## src/rtl/psng_pkg.sv

```systemverilog
package psng_pkg;

    typedef enum logic {
        STAGE_OMEGA = 1'b0,
        STAGE_FLIP  = 1'b1
    } stage_kind_e;

    // Perfect-shuffle destination of index idx: rotate its bits left by one.
    function automatic int shuffle_idx(input int idx, input int bits);
        return ((idx << 1) | (idx >> (bits - 1))) & ((1 << bits) - 1);
    endfunction

    // Left-rotation of the LFSR word seen by stage s (zero based).
    function automatic int ctrl_rot(input int s, input int nb, input int lg, input int ofs);
        return ((s * nb) / (4 * lg) + ofs) % (nb / 2);
    endfunction

endpackage

```

## src/rtl/psng_unary.sv

```systemverilog
module psng_unary #(
    parameter int IN_W = 4,
    parameter int NB   = 1 << IN_W
) (
    input  logic [IN_W-1:0] bin_i,
    output logic [NB-1:0]   unary_o
);
    // Pure wiring: bit i fills 2^i positions starting at 2^i-1.
    for (genvar i = 0; i < IN_W; i++) begin : g_grp
        localparam int BASE = (1 << i) - 1;
        localparam int LEN  = 1 << i;
        assign unary_o[BASE +: LEN] = {LEN{bin_i[i]}};
    end
    // Pad position keeps the word exactly NB wide.
    assign unary_o[NB-1] = 1'b0;

endmodule

```

## src/rtl/psng_lfsr.sv

```systemverilog
module psng_lfsr #(
    parameter int           W    = 8,
    parameter logic [W-1:0] TAPS = 8'hB8,
    parameter logic [W-1:0] SEED = 8'hA5
) (
    input  logic         clk_i,
    input  logic         rst_ni,
    output logic [W-1:0] state_o
);
    logic [W-1:0] state_q;
    logic         fb;

    assign fb = ^(state_q & TAPS);

    always_ff @(posedge clk_i or negedge rst_ni) begin
        if (!rst_ni) state_q <= SEED;
        else         state_q <= {state_q[W-2:0], fb};
    end

    assign state_o = state_q;

    // the register never holds the lock-up value.
    assert_lfsr_nonzero_R7: assert property (@(posedge clk_i) disable iff (!rst_ni)
        state_q != '0);

    // the register changes on every clock.
    assert_lfsr_steps_R7: assert property (@(posedge clk_i) disable iff (!rst_ni)
        1'b1 |=> state_q != $past(state_q));

endmodule

```

## src/rtl/psng_perm_stage.sv

```systemverilog
module psng_perm_stage #(
    parameter int                    LG   = 4,
    parameter int                    NB   = 1 << LG,
    parameter psng_pkg::stage_kind_e KIND = psng_pkg::STAGE_OMEGA
) (
    input  logic [NB-1:0]   din_i,
    input  logic [NB/2-1:0] sel_i,
    output logic [NB-1:0]   dout_o
);
    logic [NB-1:0] mid;

    if (KIND == psng_pkg::STAGE_OMEGA) begin : g_omega
        // Shuffle first, then the row of pair switches.
        for (genvar j = 0; j < NB; j++) begin : g_shuf
            localparam int DST = psng_pkg::shuffle_idx(j, LG);
            assign mid[DST] = din_i[j];
        end
        for (genvar k = 0; k < NB/2; k++) begin : g_sw
            assign dout_o[2*k]   = sel_i[k] ? mid[2*k+1] : mid[2*k];
            assign dout_o[2*k+1] = sel_i[k] ? mid[2*k]   : mid[2*k+1];
        end
    end else begin : g_flip
        // Pair switches first, then the inverse shuffle.
        for (genvar k = 0; k < NB/2; k++) begin : g_sw
            assign mid[2*k]   = sel_i[k] ? din_i[2*k+1] : din_i[2*k];
            assign mid[2*k+1] = sel_i[k] ? din_i[2*k]   : din_i[2*k+1];
        end
        for (genvar j = 0; j < NB; j++) begin : g_ishuf
            localparam int SRC = psng_pkg::shuffle_idx(j, LG);
            assign dout_o[j] = mid[SRC];
        end
    end

endmodule

```

## src/rtl/par_sng.sv

```systemverilog
module par_sng #(
    parameter int                          IN_W      = 4,
    parameter logic [(1<<IN_W)/2-1:0]      TAPS      = 'hB8,
    parameter logic [(1<<IN_W)/2-1:0]      SEED      = 'hA5,
    parameter int                          SHARE_OFS = 0
) (
    input  logic                  clk_i,
    input  logic                  rst_ni,
    input  logic                  en_i,
    input  logic [IN_W-1:0]       bin_i,
    output logic [(1<<IN_W)-1:0]  sn_o
);
    localparam int NB     = 1 << IN_W;
    localparam int CW     = NB / 2;
    localparam int STAGES = 2 * IN_W;

    logic [NB-1:0] unary;
    logic [CW-1:0] lfsr_q;
    logic [CW-1:0] sel   [STAGES];
    logic [NB-1:0] lane  [STAGES+1];
    logic [NB-1:0] sn_q;

    psng_unary #(.IN_W(IN_W), .NB(NB)) u_unary (
        .bin_i   (bin_i),
        .unary_o (unary)
    );

    psng_lfsr #(.W(CW), .TAPS(TAPS), .SEED(SEED)) u_lfsr (
        .clk_i   (clk_i),
        .rst_ni  (rst_ni),
        .state_o (lfsr_q)
    );

    assign lane[0] = unary;

    for (genvar s = 0; s < STAGES; s++) begin : g_stage
        localparam int ROT = psng_pkg::ctrl_rot(s, NB, IN_W, SHARE_OFS);
        localparam psng_pkg::stage_kind_e KIND =
            (s < IN_W) ? psng_pkg::STAGE_OMEGA : psng_pkg::STAGE_FLIP;

        // fixed left rotation of the shared LFSR word.
        for (genvar b = 0; b < CW; b++) begin : g_rot
            assign sel[s][b] = lfsr_q[(b - ROT + CW) % CW];
        end

        psng_perm_stage #(.LG(IN_W), .NB(NB), .KIND(KIND)) u_stage (
            .din_i  (lane[s]),
            .sel_i  (sel[s]),
            .dout_o (lane[s+1])
        );
    end

    always_ff @(posedge clk_i or negedge rst_ni) begin
        if (!rst_ni)   sn_q <= '0;
        else if (en_i) sn_q <= lane[STAGES];
    end

    assign sn_o = sn_q;

    // the expanded word carries as many ones as the input value.
    assert_unary_count_R1: assert property (@(posedge clk_i) disable iff (!rst_ni)
        $countones(unary) == int'(bin_i));

    // a loaded word carries as many ones as the input sampled at the load.
    assert_out_ones_R2: assert property (@(posedge clk_i) disable iff (!rst_ni)
        en_i |=> $countones(sn_q) == int'($past(bin_i)));

    // no load without enable.
    assert_hold_R5: assert property (@(posedge clk_i) disable iff (!rst_ni)
        !en_i |=> $stable(sn_q));

endmodule

```

## config.mk

```make
export PLATFORM = sky130hd
export DESIGN_NAME = par_sng
export DESIGN_NICKNAME = d
export VERILOG_FILES = /design/src/rtl/psng_pkg.sv /design/src/rtl/psng_unary.sv /design/src/rtl/psng_lfsr.sv /design/src/rtl/psng_perm_stage.sv /design/src/rtl/par_sng.sv
export SDC_FILE = /design/constraint.sdc
export NUM_CORES = 1
export LEC_CHECK = 0
export BUFFER_PORTS_ARGS = -buffer_cell sky130_fd_sc_hd__clkbuf_2
export CORE_ASPECT_RATIO = 1.25
export CORE_MARGIN = 2
export CORE_UTILIZATION = 65
export DETAILED_ROUTE_END_ITERATION = 10
export MAX_ROUTING_LAYER = met4
export PLACE_DENSITY = 0.94
export REMOVE_ABC_BUFFERS = 1
export SLEW_MARGIN = 20
export SYNTH_ARGS = -nofsm -noshare
export SYNTH_HDL_FRONTEND = slang
export SYNTH_HIERARCHICAL = 1
export SYNTH_SLANG_ARGS = --single-unit
```

## constraint.sdc

```tcl
create_clock -name clk_i -period 7.6 [get_ports clk_i]
set_clock_uncertainty 0.1 [all_clocks]
set_input_delay 0.76 -clock clk_i [delete_from_list [all_inputs] [get_ports clk_i]]
set_output_delay 0.76 -clock clk_i [all_outputs]
set_load 0.1 [all_outputs]
```

==> impl_results.md <==
- Cell type of the slowest stage on the worst timing path: sky130_fd_sc_hd__dfrtp_1
- Worst reg-to-reg path cell count: 9
- Wire length per cell: 19.2 µm
- MaxCap Viol Count: 0
- Largest cells by area after synthesis: sky130_fd_sc_hd__mux2_4 64%, sky130_fd_sc_hd__dfrtp_1 17%, sky130_fd_sc_hd__mux2_1 6.3%
- Power density normalized to cell area: 137 nW/µm²
- CTS max path bufs: 2
- GP Congestion: 0.699
- Floorplan die area: 4960 µm²
- Max Slew Vio Count: 0
- Core area: 4320 µm²
- Overall routed net length: 4.93 mm
- Die W: 63.4 µm
- Clock slew at the register clock pins of the worst setup and hold paths: 0.09 ns
- Leakage power of the design: 1.35 nW
- Reg area: 606 µm²
- CP Buf/Inv Count: 0
- Detailed Route Iter0 Violations: 64
- Endpoint required time on the critical path: 7.65 ns
- Antenna violation net count after detailed routing: 0
- Crit start category: register
- Global route overflow: 0
- Number of antenna violations at the first check in global routing: 0
- Worst VDD drop: 0.0718 mV
- Total negative setup slack: 0 ns
- Maximum number of pins on one net before global-route repair: 25
- Total clock buffers created by CTS: 3
- Per-cell via count in the routed design: 5.94
- Unrepaired setup endpoints after global routing: no
- First drt pass iteration count: 6
- Synth cell types: 11
- Hold/Removal Path Class: in -> async
- Average cell area after synthesis: 15.1 µm²
- NumNets Final: 206
- Post-CTS resize count: 0
- Rows: 27
- Critical Path AT: 4.03 ns
- Number of port buffers: 22
- Period Utilization, post-route: 52.4%
- Cell family with most CP delay: multiplexers
- Slew headroom: 30.1%
- Cell Count, Final, Fillers Out: 256
- Crit Path Category: reg -> reg
- Path length in cells of the critical path: 9
- Total standard cell area after synthesis: 2870 µm²
- DP Cell Count: 252
- Post-layout min period: 3.98 ns
- Number of hold violations in the final report: 0
- Multi-input gate area: 2110 µm²
- Seq cells post-synth: 24
- First-pass GRT wire length: 8.40 mm
- Cell count after synthesis: 190
- Achievable frequency: 251 MHz
- Share of post-route cells with drive strength above 1: 79.8%
- Cells along the critical path: mux2_4 -> mux2_1 -> mux2_4 -> mux2_1 -> mux2_1 -> mux2_4 -> mux2_1 -> mux2_4 -> mux2_4
- Total routing usage reported by global routing: 21.9%
- Starting utilization of the core area: 66.3%
- Area fraction of the dominant cell type after synthesis: 63.9%
- Most frequent cell on the critical path: sky130_fd_sc_hd__mux2_4
- Clock network latency to the later pin of the worst-skew pair: 0.27 ns
- Fill cell instance count of the final layout: 324
- Number of placed I/O pins: 23
- Largest area contributor in the netlist: sky130_fd_sc_hd__mux2_4
- Ys Warns: 6
- Layout-stage area growth over the synthesis result: 3.58%
- CTS tree: done
- Status: complete, no violations
- Root cell of the clock tree: sky130_fd_sc_hd__clkbuf_8
- Crit path largest cell delay: 1.01 ns
- Overall power: 0.000405 W
- Via count of the first global-routing pass: 1751
- Transition time at the pin with the least slew margin: 1.05 ns
- # Post-CTS Setup Buffers: 0
- Diode insertion count for antenna repair: 0
- Vias: 1520
- Maximum fanout along the worst path: 17
- Hold bufs inserted after CTS: 0
- Die Y-Extent: 78.2 µm
- Htree depth: 1
- Post-route DRC: 0
- Portion of the post-synthesis area used by sequential elements: 21.1%
- Setup Viol. Count Final: 0
- Clk sinks: 24
- Worst setup EP type: register
==> worst reg2reg max path, stage by stage (launching register included) <==
cell and delay [ns]:
sky130_fd_sc_hd__dfrtp_1 1.01, sky130_fd_sc_hd__mux2_4 0.37, sky130_fd_sc_hd__mux2_1 0.32, sky130_fd_sc_hd__mux2_4 0.28, sky130_fd_sc_hd__mux2_1 0.31, sky130_fd_sc_hd__mux2_1 0.32
sky130_fd_sc_hd__mux2_4 0.29, sky130_fd_sc_hd__mux2_1 0.32, sky130_fd_sc_hd__mux2_4 0.28, sky130_fd_sc_hd__mux2_4 0.26
==> logic make-up (layout without fill, tap and decap cells) <==
kind of cell / Yosys count / after routing / share of synthesized area [%]
XOR/XNOR: 3 / 3 / 0.917
buffers and inverters: 18 / 26 / 5.28
flip-flops: 24 / 24 / 21.1
multiplexers: 144 / 144 / 72.5
other: 1 / 1 / 0.131
==> state kept, by name (all words and copies together) (netlist names) <==
register,flops
sn_o,16
u_lfsr/state_o,8
==> through the flow <==
| stage | hold slack (ns) | cell area (µm²) | utilization, % | setup slack, ns |
|---|---|---|---|---|
| detailed placement | 0.395 | 2900 | 67.0 | 3.65 |
| CTS | 0.386 | 2970 | 68.7 | 3.62 |
| floorplan | 0.364 | 2720 | - | 3.98 |
| global route | 0.415 | 2970 | 68.7 | 3.51 |
| finish | 0.372 | 2970 | 68.7 | 3.62 |
| global placement | 0.390 | 2900 | 67.0 | 3.75 |
==> routing by layer <==
layer / GRT usage (%) / vias up / wire length (µm)
met5: - / - / 0
met4: 8.04 / 0 / 109
met2: 43.9 / 34 / 2810
met1: 21.6 / 763 / 1910
li1: - / 714 / -
met3: 1.58 / 9 / 98
==> synth_stat cells (all sizes together) <==
cell type	count
xnor2	2
xor2	1
dfrtp	20
conb	1
dfstp	4
mux2	144
buf	18
==> cell type report <==
type | count | area share [%]
Multi-Input combinational cell | 148 | 71.0
Clock inverter | 1 | 1.01
Clock buffer | 3 | 1.39
Timing Repair Buffer | 22 | 3.71
Sequential cell | 24 | 20.4
Tap cell | 58 | 2.44
==> final timing paths <==
check                             startpoint                 to  slack [ns]
min in group clk_i                   sn_o[0]            sn_o[0]        0.41
setup / recovery           u_lfsr/state_o[6]           sn_o[14]        3.62
hold reg to reg                      sn_o[0]            sn_o[0]        0.41
hold / removal                        rst_ni  u_lfsr/state_o[1]        0.37
max in group asynchronous             rst_ni  u_lfsr/state_o[7]        6.64
setup reg to reg           u_lfsr/state_o[6]           sn_o[14]        3.62
==> report_power, final <==
part / switching (W) / internal, W / leakage, nW
registers: 0.00000491 / 0.000136 / 0.284
clock network: 0.0000398 / 0.0000704 / 0.0357
logic: 0.0000956 / 0.0000585 / 1.03
==> cells in the final DEF, fill, tap and decap left out <==
cell type,instances
sky130_fd_sc_hd__mux2_4,122
sky130_fd_sc_hd__clkbuf_2,22
sky130_fd_sc_hd__dfrtp_1,20
sky130_fd_sc_hd__mux2_1,16
sky130_fd_sc_hd__mux2_2,6
sky130_fd_sc_hd__dfstp_2,4
sky130_fd_sc_hd__clkbuf_8,3
sky130_fd_sc_hd__xnor2_1,2
sky130_fd_sc_hd__bufinv_16,1
sky130_fd_sc_hd__xor2_1,1
sky130_fd_sc_hd__conb_1,1
No activity file was read; power rests on OpenSTA's default activity.
